## src/rtl/lf_pkg.sv

```systemverilog
`timescale 1ns/100ps
package lf_pkg;
    localparam int          WORD_W   = 32;
    localparam logic [31:0] MARK     = 32'hFB5C_C5FB;
    localparam logic [31:0] TY_START = 32'h0000_0001;
    localparam logic [31:0] TY_END   = 32'h0000_0002;
    localparam logic [31:0] TY_STAT  = 32'h0000_0003;
    localparam logic [31:0] TY_ESC   = 32'h0000_0004;
    localparam logic [15:0] CRC_INIT = 16'hFFFF;
    localparam logic [15:0] CRC_POLY = 16'h1021;

    typedef enum logic [3:0] {
        TX_IDLE, TX_CMARK, TX_CTYPE, TX_CSTAT, TX_CCRC,
        TX_DMARK, TX_DSTART, TX_DATA, TX_DESC,
        TX_EMARK, TX_ETYPE, TX_ECRC
    } tx_state_e;

    typedef enum logic [2:0] {
        RX_HUNT, RX_TYPE, RX_STAT, RX_SCRC, RX_DATA, RX_DTYPE, RX_DCRC
    } rx_state_e;

    function automatic logic [15:0] crc_step(input logic [15:0] c, input logic [31:0] w);
        logic [15:0] r;
        logic        fb;
        r = c;
        for (int i = 31; i >= 0; i--) begin
            fb = r[15] ^ w[i];
            r  = {r[14:0], 1'b0} ^ (fb ? CRC_POLY : 16'h0000);
        end
        return r;
    endfunction

    function automatic logic [31:0] crc_word(input logic [15:0] c);
        return {16'h0000, c};
    endfunction
endpackage

```

## src/rtl/lf_tx.sv

```systemverilog
`timescale 1ns/100ps
module lf_tx
    import lf_pkg::*;
(
    input  logic        clk,
    input  logic        rst,
    input  logic [31:0] up_data,
    input  logic        up_last,
    input  logic        up_valid,
    output logic        up_ready,
    input  logic        st_req,
    input  logic [31:0] st_word,
    output logic [31:0] phy_data,
    output logic        phy_valid,
    input  logic        phy_ready
);
    tx_state_e   state;
    logic        pend;
    logic [31:0] st_lat, st_cur;
    logic [15:0] crc;
    logic        fire, take, pend_any;
    logic [31:0] st_sel;

    assign fire     = phy_valid && phy_ready;
    assign take     = up_valid && up_ready;
    assign pend_any = pend || st_req;
    assign st_sel   = st_req ? st_word : st_lat;

    always_comb begin
        phy_valid = 1'b1;
        phy_data  = MARK;
        up_ready  = 1'b0;
        case (state)
            TX_IDLE:   phy_valid = 1'b0;
            TX_CTYPE:  phy_data = TY_STAT;
            TX_CSTAT:  phy_data = st_cur;
            TX_CCRC,
            TX_ECRC:   phy_data = crc_word(crc);
            TX_DSTART: phy_data = TY_START;
            TX_ETYPE:  phy_data = TY_END;
            TX_DATA: begin
                phy_data  = up_data;
                phy_valid = up_valid;
                up_ready  = phy_ready && (up_data != MARK);
            end
            TX_DESC: begin
                phy_data = TY_ESC;
                up_ready = phy_ready;
            end
            default:   phy_data = MARK;
        endcase
    end

    always_ff @(posedge clk) begin
        if (rst) begin
            state  <= TX_IDLE;
            pend   <= 1'b0;
            st_lat <= '0;
            st_cur <= '0;
            crc    <= CRC_INIT;
        end else begin
            if (st_req && state != TX_IDLE) begin
                pend   <= 1'b1;
                st_lat <= st_word;
            end
            case (state)
                TX_IDLE:
                    if (pend_any) begin
                        state  <= TX_CMARK;
                        st_cur <= st_sel;
                        crc    <= crc_step(CRC_INIT, st_sel);
                        pend   <= 1'b0;
                    end else if (up_valid) begin
                        state <= TX_DMARK;
                        crc   <= CRC_INIT;
                    end
                TX_CMARK:  if (fire) state <= TX_CTYPE;
                TX_CTYPE:  if (fire) state <= TX_CSTAT;
                TX_CSTAT:  if (fire) state <= TX_CCRC;
                TX_DMARK:  if (fire) state <= TX_DSTART;
                TX_DSTART: if (fire) state <= TX_DATA;
                TX_DATA:
                    if (take) begin
                        crc <= crc_step(crc, up_data);
                        if (up_last) state <= TX_EMARK;
                    end else if (fire) begin
                        state <= TX_DESC;
                    end
                TX_DESC:
                    if (take) begin
                        crc   <= crc_step(crc, up_data);
                        state <= up_last ? TX_EMARK : TX_DATA;
                    end
                TX_EMARK:  if (fire) state <= TX_ETYPE;
                TX_ETYPE:  if (fire) state <= TX_ECRC;
                TX_CCRC,
                TX_ECRC:   if (fire) state <= TX_IDLE;
                default:   state <= TX_IDLE;
            endcase
        end
    end


    tx_hold_chk: assert property (@(posedge clk) disable iff (rst)
        (phy_valid && !phy_ready) |=> (phy_valid && $stable(phy_data)));


    tx_escape_chk: assert property (@(posedge clk) disable iff (rst)
        (state == TX_DATA && fire && phy_data == MARK) |=> (phy_valid && phy_data == TY_ESC));


    tx_priority_chk: assert property (@(posedge clk) disable iff (rst)
        (state == TX_IDLE && pend_any) |=> (state == TX_CMARK && !up_ready));
endmodule

```

## src/rtl/lf_rxbuf.sv

```systemverilog
`timescale 1ns/100ps
module lf_rxbuf #(
    parameter int DEPTH = 8
) (
    input  logic                       clk,
    input  logic                       rst,
    input  logic                       wr_en,
    input  logic [31:0]                wr_data,
    input  logic                       commit,
    input  logic                       rollback,
    output logic                       full,
    output logic [$clog2(DEPTH):0]     pend_cnt,
    output logic [31:0]                rd_data,
    output logic                       rd_last,
    output logic                       rd_valid,
    input  logic                       rd_ready
);
    localparam int AW = $clog2(DEPTH);
    localparam logic [AW:0] DEPTH_P = (AW+1)'(DEPTH);

    logic [31:0]      mem [DEPTH];
    logic [DEPTH-1:0] lastf;
    logic [AW:0]      wp, cp, rp;
    logic [AW-1:0]    wlast_idx;

    assign full      = (wp - rp) == DEPTH_P;
    assign pend_cnt  = wp - cp;
    assign rd_valid  = rp != cp;
    assign rd_data   = mem[rp[AW-1:0]];
    assign rd_last   = lastf[rp[AW-1:0]];
    assign wlast_idx = wp[AW-1:0] - AW'(1);

    always_ff @(posedge clk) begin
        if (wr_en) mem[wp[AW-1:0]] <= wr_data;
    end

    always_ff @(posedge clk) begin
        if (rst) begin
            wp    <= '0;
            cp    <= '0;
            rp    <= '0;
            lastf <= '0;
        end else begin
            if (wr_en) begin
                lastf[wp[AW-1:0]] <= 1'b0;
                wp <= wp + 1'b1;
            end
            if (commit) begin
                cp <= wp;
                if (wp != cp) lastf[wlast_idx] <= 1'b1;
            end
            if (rollback) wp <= cp;
            if (rd_valid && rd_ready) rp <= rp + 1'b1;
        end
    end


    buf_no_overrun_chk: assert property (@(posedge clk) disable iff (rst)
        wr_en |-> !full);


    buf_out_hold_chk: assert property (@(posedge clk) disable iff (rst)
        (rd_valid && !rd_ready) |=> (rd_valid && $stable(rd_data) && $stable(rd_last)));
endmodule

```

## src/rtl/lf_rx.sv

```systemverilog
`timescale 1ns/100ps
module lf_rx
    import lf_pkg::*;
#(
    parameter int DEPTH = 8
) (
    input  logic                   clk,
    input  logic                   rst,
    input  logic [31:0]            phy_data,
    input  logic                   phy_valid,
    output logic                   phy_ready,
    output logic                   wr_en,
    output logic [31:0]            wr_data,
    output logic                   commit,
    output logic                   rollback,
    input  logic                   full,
    input  logic [$clog2(DEPTH):0] pend_cnt,
    output logic [31:0]            st_word,
    output logic                   st_valid,
    output logic                   err
);
    localparam int AW = $clog2(DEPTH);
    localparam logic [AW:0] DEPTH_P = (AW+1)'(DEPTH);

    rx_state_e   state, nstate;
    logic [15:0] crc, ncrc;
    logic        drop, ndrop;
    logic        acc, bad, good_st, do_pay;
    logic [31:0] pw;

    assign acc       = phy_valid && phy_ready;
    assign phy_ready = !full || drop || (pend_cnt == DEPTH_P);
    assign wr_data   = pw;

    always_comb begin
        nstate   = state;
        ncrc     = crc;
        ndrop    = drop;
        bad      = 1'b0;
        good_st  = 1'b0;
        commit   = 1'b0;
        rollback = 1'b0;
        wr_en    = 1'b0;
        do_pay   = 1'b0;
        pw       = phy_data;
        if (acc) begin
            case (state)
                RX_HUNT: if (phy_data == MARK) nstate = RX_TYPE;
                RX_TYPE:
                    if (phy_data == TY_START) begin
                        nstate = RX_DATA; ncrc = CRC_INIT; ndrop = 1'b0;
                    end else if (phy_data == TY_STAT) begin
                        nstate = RX_STAT;
                    end else begin
                        nstate = RX_HUNT; bad = 1'b1;
                    end
                RX_STAT: begin
                    ncrc   = crc_step(CRC_INIT, phy_data);
                    nstate = RX_SCRC;
                end
                RX_SCRC: begin
                    if (phy_data == crc_word(crc)) good_st = 1'b1;
                    else                           bad     = 1'b1;
                    nstate = RX_HUNT;
                end
                RX_DATA:
                    if (phy_data == MARK) nstate = RX_DTYPE;
                    else                  do_pay = 1'b1;
                RX_DTYPE:
                    if (phy_data == TY_ESC) begin
                        do_pay = 1'b1; pw = MARK; nstate = RX_DATA;
                    end else if (phy_data == TY_END) begin
                        nstate = RX_DCRC;
                    end else if (phy_data == TY_START) begin
                        rollback = 1'b1; bad = 1'b1;
                        ncrc = CRC_INIT; ndrop = 1'b0; nstate = RX_DATA;
                    end else begin
                        rollback = 1'b1; bad = 1'b1; nstate = RX_HUNT;
                    end
                RX_DCRC: begin
                    if (!drop && phy_data == crc_word(crc)) begin
                        commit = 1'b1;
                    end else begin
                        rollback = 1'b1;
                        bad      = !drop;
                    end
                    nstate = RX_HUNT;
                end
                default: nstate = RX_HUNT;
            endcase
            if (do_pay) begin
                ncrc = crc_step(crc, pw);
                if (!drop) begin
                    if (pend_cnt == DEPTH_P) begin
                        ndrop = 1'b1; rollback = 1'b1; bad = 1'b1;
                    end else begin
                        wr_en = 1'b1;
                    end
                end
            end
        end
    end

    always_ff @(posedge clk) begin
        if (rst) begin
            state    <= RX_HUNT;
            crc      <= CRC_INIT;
            drop     <= 1'b0;
            st_word  <= '0;
            st_valid <= 1'b0;
            err      <= 1'b0;
        end else begin
            state    <= nstate;
            crc      <= ncrc;
            drop     <= ndrop;
            st_valid <= good_st;
            err      <= bad;
            if (acc && state == RX_STAT) st_word <= phy_data;
        end
    end


    rx_ignore_chk: assert property (@(posedge clk) disable iff (rst)
        (acc && state == RX_HUNT && phy_data != MARK) |=> (state == RX_HUNT && !err));


    rx_drop_no_commit_chk: assert property (@(posedge clk) disable iff (rst)
        (acc && state == RX_DCRC && phy_data != crc_word(crc)) |-> !commit);
endmodule

```

## src/rtl/link_framer.sv

```systemverilog
`timescale 1ns/100ps
module link_framer #(
    parameter int BUF_DEPTH = 8
) (
    input  logic        clk,
    input  logic        rst,
    input  logic [31:0] tx_pkt_data,
    input  logic        tx_pkt_last,
    input  logic        tx_pkt_valid,
    output logic        tx_pkt_ready,
    input  logic        tx_stat_req,
    input  logic [31:0] tx_stat_word,
    output logic [31:0] ln_tx_data,
    output logic        ln_tx_valid,
    input  logic        ln_tx_ready,
    input  logic [31:0] ln_rx_data,
    input  logic        ln_rx_valid,
    output logic        ln_rx_ready,
    output logic [31:0] rx_pkt_data,
    output logic        rx_pkt_last,
    output logic        rx_pkt_valid,
    input  logic        rx_pkt_ready,
    output logic [31:0] rx_stat_word,
    output logic        rx_stat_valid,
    output logic        rx_err
);
    localparam int AW = $clog2(BUF_DEPTH);

    logic          b_wr_en, b_commit, b_rollback, b_full;
    logic [31:0]   b_wr_data;
    logic [AW:0]   b_pend;

    lf_tx u_tx (
        .clk(clk), .rst(rst),
        .up_data(tx_pkt_data), .up_last(tx_pkt_last),
        .up_valid(tx_pkt_valid), .up_ready(tx_pkt_ready),
        .st_req(tx_stat_req), .st_word(tx_stat_word),
        .phy_data(ln_tx_data), .phy_valid(ln_tx_valid), .phy_ready(ln_tx_ready)
    );

    lf_rx #(.DEPTH(BUF_DEPTH)) u_rx (
        .clk(clk), .rst(rst),
        .phy_data(ln_rx_data), .phy_valid(ln_rx_valid), .phy_ready(ln_rx_ready),
        .wr_en(b_wr_en), .wr_data(b_wr_data),
        .commit(b_commit), .rollback(b_rollback),
        .full(b_full), .pend_cnt(b_pend),
        .st_word(rx_stat_word), .st_valid(rx_stat_valid), .err(rx_err)
    );

    lf_rxbuf #(.DEPTH(BUF_DEPTH)) u_buf (
        .clk(clk), .rst(rst),
        .wr_en(b_wr_en), .wr_data(b_wr_data),
        .commit(b_commit), .rollback(b_rollback),
        .full(b_full), .pend_cnt(b_pend),
        .rd_data(rx_pkt_data), .rd_last(rx_pkt_last),
        .rd_valid(rx_pkt_valid), .rd_ready(rx_pkt_ready)
    );
endmodule

```

## config.mk

```make
export PLATFORM = sky130hd
export DESIGN_NAME = link_framer
export DESIGN_NICKNAME = d
export VERILOG_FILES = /design/src/rtl/lf_pkg.sv /design/src/rtl/lf_tx.sv /design/src/rtl/lf_rxbuf.sv /design/src/rtl/lf_rx.sv /design/src/rtl/link_framer.sv
export SDC_FILE = /design/constraint.sdc
export NUM_CORES = 1
export LEC_CHECK = 0
export ABC_AREA = 0
export BUFFER_PORTS_ARGS = -buffer_cell sky130_fd_sc_hd__buf_2
export CAP_MARGIN = 10
export CORE_MARGIN = 8
export CORE_UTILIZATION = 62
export CTS_BUF_LIST = sky130_fd_sc_hd__clkbuf_8
export DETAILED_ROUTE_END_ITERATION = 8
export PLACE_DENSITY_LB_ADDON = 0.12
export SETUP_SLACK_MARGIN = 0.2
export SYNTH_ARGS = -nofsm -noshare
export SYNTH_HDL_FRONTEND = slang
export SYNTH_SLANG_ARGS = --single-unit
```

## constraint.sdc

```tcl
create_clock -name clk -period 8.6 [get_ports clk]
set_clock_uncertainty 0.1 [all_clocks]
set_input_delay 1.72 -clock clk [delete_from_list [all_inputs] [get_ports clk]]
set_output_delay 1.72 -clock clk [all_outputs]
set_load 0.02 [all_outputs]
```

# ---- After elaboration in Yosys (flattened, before gate mapping)
# Memories as Yosys holds them, arrays and structs flattened. A register that Yosys moved wholly into a read port is not among the register bits.
# Index checks and enable logic that the tools add are counted.
dict set report op_classes {
  eq_ne 45
  muxes 223
  addsub 5
  n_reduce_logical 30
  n_lt_le_gt_ge 5
  bitwise_logic 259
}
# cell n
set op_table {}
lappend op_table {{$xor 16x16->16} 126}
lappend op_table {{$mux 13} 128}
lappend op_table {{$pmux 32 s7} 1}
lappend op_table {{$mux 32} 5}
lappend op_table {{$xor 1x1->1} 126}
lappend op_table {{$mux 16} 7}
lappend op_table {{$mux 4} 17}
lappend op_table {{$eq 32x2->1 const B} 2}
lappend op_table {{$pmux 16 s3} 1}
lappend op_table {{$pmux 4 s11} 1}
lappend op_table {{$mux 1} 39}
lappend op_table {{$eq 32x1->1 const B} 1}
lappend op_table {{$eq 32x16->1} 1}
lappend op_table {{$eq 32x3->1 const B} 1}
lappend op_table {{$eq 32x32->1 const B} 1}
lappend op_table {{$mux 8} 4}
lappend op_table {{$ne 32x32->1 const B} 1}
lappend op_table {{$pmux 16 s2} 1}
lappend op_table {{$not 15->15} 2}
lappend op_table {{$eq 4x4->1 const B} 6}
lappend op_table {{$mux 3} 8}
lappend op_table {{$ne 2x1->1 const B} 12}
lappend op_table {{$eq 4x3->1 const B} 4}
lappend op_table {{$pmux 3 s5} 1}
lappend op_table {{36 further kinds} 71}
dict set report word_totals {
  in_bits 104
  memories 1
  wordCells 583
  ram_bits 256
  ff_bits 159
  output_inout_bits 103
}
# name depth word_bits rd rd_ports_with_merged_regs wr line
set memory_table {}
lappend memory_table {u_buf.mem 8 32 1 1 1 lf_rxbuf.sv:21} ;# logic [31:0] mem [DEPTH];

# ---- Longest topological paths before layout
# Gate-level depths: netlist of run 1.
dict set report depth {
  depth_word 104
  mapped_depth 13
  depth_no_buf 10
}

# ---- By module
# From an unflattened synthesis of run 1, not the netlist that was laid out.
dict set report hier_totals {
  cells_unflattened 1837
  area_unflattened_um2 22668.0
}
# mod area_per_inst_um2 cells_per_inst n_inst seq_area_each_um2
set modules_own_cells {}
lappend modules_own_cells {lf_rxbuf 10905.5 530 1 8147.8}
lappend modules_own_cells {lf_tx 6819.0 725 1 1701.6}
lappend modules_own_cells {lf_rx 4943.5 582 1 1081.0}

# ---- Worst setup path before layout of run 1
# No wires, ideal clock.
dict set report synth_timing {
  path_type {input to register}
  start {in ln_rx_data[11]}
  end {mem u_buf.mem[0][0] (enable)}
  stages 10
  setup_slack_ns 2.024
  required_ns 8.039
  arrival_ns 6.015
  setup_ns 0.461
  path_buffers 3
  path_cell_list {buf_2 or4_1 buf_2 nor4_4 and3_1 a21o_1 and4_1 clkbuf_1 nand2_1 nor3_1}
}
dict set report synth_via {
  elab_chain_cells 8
  elab_cells_between_ends 10
  cone_classes {2 x eq/ne; 8 x mux}
}
# item line
set synth_rtl {}
lappend synth_rtl {{start: declaration} link_framer.sv:16} ;# input logic [31:0] ln_rx_data,
lappend synth_rtl {{$eq 32x3->1 or $eq 32x32->1 (tied branches)} {lf_rx.sv:70, lf_rx.sv:67}}
lappend synth_rtl {{$mux 1 (on tied branches)} {lf_rx.sv:70, lf_rx.sv:67}}
lappend synth_rtl {{$pmux 1 s2 *} lf_rx.sv:47} ;# case (state)
lappend synth_rtl {{$mux 1 *} lf_rx.sv:46} ;# if (acc) begin
lappend synth_rtl {{$mux 1 *} lf_rx.sv:91} ;# if (do_pay) begin
lappend synth_rtl {{$mux 1 *} lf_rx.sv:46}
lappend synth_rtl {{$mux 1 *} lf_rxbuf.sv:34} ;# if (wr_en) mem[wp[AW-1:0]] <= wr_data;
lappend synth_rtl {{$mux 1 (implied by the code) *} lf_rxbuf.sv:34}
lappend synth_rtl {{end: declaration} lf_rxbuf.sv:21}
# Every way passes the cells marked *; elsewhere a longest branch is shown, timed or not. The select of a mux whose other input is x is not followed.

# ---- Worst setup path in the final report of run 1
dict set report layout_timing {
  start {in ln_rx_data[9]}
  end {mem u_buf.mem[5][27] (enable)}
}
# Same word-level chain as after synthesis.

==> flow_metrics.py, run 1 <==
metrics = {
    "status": {
        "outcome": "completed",
    },
    "timing": {
        "tightestPinTransition_ns": 1.168,
        "period_needed_ns": 5.300,
        "relSlewSlack": 0.2195,
        "hold_viol": 0,
        "setup_viol": 0,
        "hold_ws_ns": 0.3526,
        "rsz0062_at_grt": "no",
        "slew_viol_final": 0,
        "setup_slack_ns": 3.300,
        "finalSetupTns_ns": 0,
        "min_period_over_period": 0.6162,
        "clock.fmax_ghz": 0.1887,
    },
    "detailed_routing": {
        "via_per_inst": 6.114,
        "dr.pass1.iters": 6,
        "ant_nets": 0,
        "via_count": 15682,
        "drt-total-wl_microns": 61120,
        "post-route-drc-count": 0,
        "drtIter0Drc": 1580,
        "wire_per_inst_microns": 23.83,
    },
    "power_and_ir_drop": {
        "peakVddDrop_mv": 0.6217,
        "powerDensity_mw_per_mm2": 364.8,
        "power_leakage_nw": 9.480,
    },
    "placed_design": {
        "hpwl_microns": 43130,
        "preCtsSetupSlack_ns": 2.718,
        "placed_cell_area_sq_mm": 0.02413,
        "place_congestion": 0.9526,
        "dp.cells": 2446,
        "portBuffers": 206,
    },
    "yosys": {
        "synthCells": 1909,
        "synth_edf_count": 256,
        "syn_area_per_cell_sq_um": 11.99,
        "synth.yosys.seq_area_share": 0.4775,
        "synthFlopType": "edfxtp_1",
        "syn_area_sq_mm": 0.02289,
        "ys.warnings.count": 0,
        "synthesis.nets": 2022,
        "async_flop_share": 0,
        "ys_ff_latch": 418,
        "synth_cell_types": 75,
    },
    "setup_path": {
        "path_class": "in2reg",
        "crit_path_max_fanout": 32,
        "worstPathRequired_ns": 8.70,
        "crit_arrival_ns": 5.40,
        "end_kind": "flip-flop",
        "setup.worst_path.start_class": "input pin",
    },
    "final_layout": {
        "nNetsFinal": 2162,
        "design_area_sq_mm": 0.02537,
        "mostFrequentLayoutCell": "edfxtp_1",
        "drive_gt1_frac": 0.2171,
        "layout_common_cells": "edfxtp_1, nand2_1, buf_2",
        "stdcell_count": 2565,
        "syn_to_final_growth_pct": 10.83,
        "fillCellCount": 2658,
    },
    "clocking": {
        "postCtsResizedCells": 0,
        "clkTransAtPathRegs_ns": 0.06,
        "root_buffer": "clkbuf_8",
        "clock_latency_ns": 0.62,
        "cts.hold.buffers_added": 0,
        "htree_levels": 3,
        "cts_tree": "built",
        "numCtsBuffers": 68,
        "post_cts_buffers": 0,
        "clock_path_buffers": 3,
        "cts.sinks": 418,
    },
    "global_routing": {
        "grt_pass1_wl_microns": 92790,
        "grt_overflow_total": 0,
        "grt_pass1_vias": 15475,
        "grt_max_degree": 90,
        "antenna_found_initial": 4,
        "grt_usage": 0.2772,
    },
    "die": {
        "core_sq_mm": 0.03652,
        "die_y_microns": 208.2,
        "die-width_microns": 208.2,
        "start_util": 0.6268,
        "boundaryPins": 207,
        "dieArea_sq_mm": 0.04333,
        "rows": 70,
    },
    "worst_hold_path": {
        "hp-class": "reg2reg",
    },
    "job": {
        "maxCapViolCount": 0,
    },
}
-- power by group --
group	internal [mW]	switching, mW
clock	0.815	0.776
combinational	2.51	2.79
sequential	2.25	0.111
total	5.58	3.68
-- routing by layer --
layer | track usage | vias up | routed length [microns]
met2 | 0.4442 | 672 | 29000
met4 | 0.09961 | 6 | 1880
met3 | 0.06418 | 126 | 5234
met5 | 0 | - | 41
li1 | - | 7197 | -
met1 | 0.3679 | 7681 | 24960
-- per-stage QoR --
| step | total power, mW | util |
|---|---|---|
| detailed placement | 7.542 | 0.6606 |
| floorplan | 6.482 | - |
| finish | 9.256 | 0.6947 |
| global placement | 7.556 | 0.6606 |
| CTS | 9.191 | 0.6942 |
| global route | 9.690 | 0.6947 |
-- logic make-up (layout without fill, tap and decap cells) --
family | after synthesis | count (layout) | synth area share
buf+inv | 173 | 360 | 0.02962
flops | 418 | 418 | 0.4775
simple gates | 459 | 459 | 0.09335
xor+xnor | 380 | 380 | 0.1992
other cells | 0 | 1 | 0
mux | 150 | 150 | 0.1046
fa+ha+maj | 9 | 9 | 0.004919
compound gates | 320 | 320 | 0.09095
-- Yosys cell counts (5+ instances only) --
cell	instances	area (sq um)
edfxtp_1	256	7687
nand2_1	211	792.0
xnor2_1	184	1612
dfxtp_1	162	3243
a21oi_1	134	670.6
clkbuf_1	128	480.5
xor2_1	104	910.9
nor2_1	90	337.8
mux4_2	66	1486
xnor3_1	66	1486
mux2i_1	46	460.4
nand2b_1	36	225.2
a211oi_1	35	262.8
mux2_2	34	382.9
o21ai_0	27	135.1
a21boi_0	20	150.1
nor3_1	20	100.1
inv_1	17	63.81
nand3_1	17	85.08
or3_1	17	106.4
nor4_1	15	93.84
xor3_1	15	356.6
buf_2	14	70.07
o22ai_1	13	81.33
a31oi_1	11	68.82
buf_1	11	41.29
nand4_1	10	62.56
nor2b_1	10	62.56
a2111o_1	9	101.4
a221oi_1	9	78.83
ha_1	9	112.6
a211o_1	7	61.31
xnor2_2	7	113.9
a22o_1	5	43.79
and3_1	5	31.28
o31ai_1	5	37.54
-- critical path, cell delays in order --
cell and delay (ns):
buf_2 0.20, or4_1 0.67, nor4_4 0.52, and3_1 0.27, a21o_1 0.36, and4_1 0.37
nand2_1 0.29, nor2_4 0.96
-- area by class of cell --
cell class | count | area [sq um] | area share
Sequential cell | 418 | 10940 | 0.4310
Tap cell | 468 | 585.6 | 0.02308
Clock buffer | 73 | 1005 | 0.03960
Timing Repair Buffer | 226 | 1191 | 0.04694
Clock inverter | 44 | 225.2 | 0.008876
Multi-Input combinational cell | 1318 | 11360 | 0.4479
Inverter | 17 | 63.81 | 0.002515
Antenna cell | 1 | 2.502 | 0.00009862
-- path summary, 6_finish.rpt --
path                                startpoint  depth (start not counted)                to  slack, ns
worst max-delay path             ln_rx_data[9]                          8  u_buf.mem[5][27]       3.30
worst min-delay path            u_tx.st_lat[3]                          2    u_tx.st_lat[3]       0.35
worst max register to register     u_buf.wp[0]                          9   u_buf.mem[1][3]       4.33
worst min register to register  u_tx.st_lat[3]                          2    u_tx.st_lat[3]       0.35
-- state kept, by name, indices dropped and copies added, names as in the netlist, 8 cells and up, named ones only --
signal and cells:
u_buf.lastf 8, u_buf.mem 256, u_rx.crc 16, u_rx.st_word 32, u_tx.crc 16, u_tx.st_cur 32, u_tx.st_lat 32
Power figures use the tool's default switching activity.
==> inputs of run 2 (changes only) <==
Settings changed: CORE_UTILIZATION 62 to 56.
Clock period 8.6 ns to 4.6 ns, I/O delays scaled along.
==> flow_metrics.py, run 2 (synthesis gave the netlist of run 1 again) <==
metrics = {
    "clocking": {
        "numCtsBuffers": 69,
        "post_cts_buffers": 0,
        "cts.hold.buffers_added": 0,
        "htree_levels": 3,
        "cts_tree": "built",
        "cts.sinks": 418,
        "clock_latency_ns": 0.64,
        "root_buffer": "clkbuf_8",
        "clkTransAtPathRegs_ns": 0.06,
        "clock_path_buffers": 3,
    },
    "timing": {
        "min_period_over_period": 0.8918,
        "period_needed_ns": 4.102,
        "hold_ws_ns": 0.3513,
        "hold_viol": 0,
        "rsz0062_at_grt": "no",
        "setup_viol": 0,
        "clock.fmax_ghz": 0.2438,
        "finalSetupTns_ns": 0,
        "tightestPinTransition_ns": 0.9773,
        "relSlewSlack": 0.3485,
        "setup_slack_ns": 0.4979,
        "slew_viol_final": 0,
    },
    "final_layout": {
        "mostFrequentLayoutCell": "edfxtp_1",
        "stdcell_count": 2663,
        "layout_common_cells": "edfxtp_1, nand2_1, buf_2",
        "design_area_sq_mm": 0.02593,
        "fillCellCount": 3203,
        "nNetsFinal": 2192,
        "largest_reg_flops": 256,
        "regArea_sq_mm": 0.01094,
        "fin_util": 0.6394,
        "multiInputGateArea_sq_mm": 0.01139,
        "drive_gt1_frac": 0.2315,
        "syn_to_final_growth_pct": 13.26,
    },
    "die": {
        "rows": 74,
        "core_sq_mm": 0.04055,
        "start_util": 0.5645,
        "boundaryPins": 207,
        "die-width_microns": 218.2,
        "die_y_microns": 218.2,
        "dieArea_sq_mm": 0.04761,
    },
    "power_and_ir_drop": {
        "p_total_mw": 17.57,
        "power_leakage_nw": 9.708,
        "peakVddDrop_mv": 0.8414,
        "powerDensity_mw_per_mm2": 677.6,
    },
    "global_routing": {
        "grt_max_degree": 75,
        "antenna_found_initial": 3,
        "grt_overflow_total": 0,
        "grt_usage": 0.2666,
        "grt_pass1_vias": 15736,
        "grt_pass1_wl_microns": 96610,
    },
    "detailed_routing": {
        "ant_nets": 0,
        "dr.pass1.iters": 7,
        "drt-total-wl_microns": 64190,
        "drtIter0Drc": 1504,
        "via_count": 15785,
        "post-route-drc-count": 0,
        "wire_per_inst_microns": 24.10,
        "via_per_inst": 5.928,
    },
    "job": {
        "maxCapViolCount": 0,
    },
    "setup_path": {
        "setup.worst_path.start_class": "flip-flop",
        "r2r_start": "u_tx.crc[13]",
        "crit_arrival_ns": 3.08,
        "path_class": "reg2out",
        "cp-startpoint": "u_tx.state[0]",
        "slowest_stage": "dfxtp_1",
        "crit_path_max_fanout": 32,
        "slowest_delay_ns": 0.73,
        "crit_buf_inv": 3,
        "path_delay_family": "compound AO/OA/AOI/OAI gates",
        "worstPathCellList": "buf_4, nor2_1, o2bb2ai_2, a222oi_1, inv_1, buf_2",
        "worstPathRequired_ns": 3.58,
        "end_kind": "primary output",
    },
    "placed_design": {
        "dp.cells": 2540,
        "placed_cell_area_sq_mm": 0.02456,
        "preCtsSetupSlack_ns": 0.4129,
        "place_congestion": 0.9498,
        "hpwl_microns": 45830,
        "portBuffers": 206,
    },
    "status": {
        "outcome": "completed",
    },
    "worst_hold_path": {
        "hp-class": "reg2reg",
        "hold_start": "u_rx.st_word[10]",
    },
}
-- run 2: cell types whose count changed in the layout (fill, tap and decap cells not counted), moves of 2 or more --
cell,delta
nor3_2,-3
clkinv_2,-2
clkbuf_8,+7
clkinv_1,+4
buf_12,+9
nor3_4,+3
buf_4,+21
inv_1,-5
-- run 2: tightest hold or removal path: stages (launching register included) --
cell and delay, ns:
dfxtp_1 0.30, nand2_1 0.05, a21oi_1 0.05
-- run 2: what timing repair did --
item | CTS | global route
gates resized for setup | 1 | 1
cloned | 0 | 0
endpoints found under the setup margin | 2 | 1
-- run 2: cell type report --
cell class                      instances  share of cell area
Multi-Input combinational cell       1318              0.4394
Clock inverter                         42            0.009747
Sequential cell                       418              0.4218
Clock buffer                           80             0.04246
Inverter                               17            0.002461
Timing Repair Buffer                  255             0.05839
Tap cell                              532             0.02567
Antenna cell                            1          0.00009651
-- run 2: worst paths after layout --
kind / end / cells after the start / slack [ns]
max reg2reg: u_tx.crc[13] / 8 / 1.09
min: u_rx.st_word[10] / 2 / 0.35
min reg2reg: u_rx.st_word[10] / 2 / 0.35
max: ln_tx_data[13] / 6 / 0.50
-- run 2: report_power, final --
| part | internal (mW) | leakage, nW | switching, mW |
|---|---|---|---|
| Clock | 1.71 | 0.761 | 1.50 |
| Sequential | 4.21 | 3.62 | 0.223 |
| Combinational | 4.72 | 5.33 | 5.21 |
-- run 2: routing by layer --
metal / routed length (microns) / share of wire / track usage
met3: 4409 / 0.069 / 0.04562
met2: 31260 / 0.49 / 0.4379
met1: 26670 / 0.42 / 0.3554
met5: 0 / 0 / 0
met4: 1853 / 0.029 / 0.09248
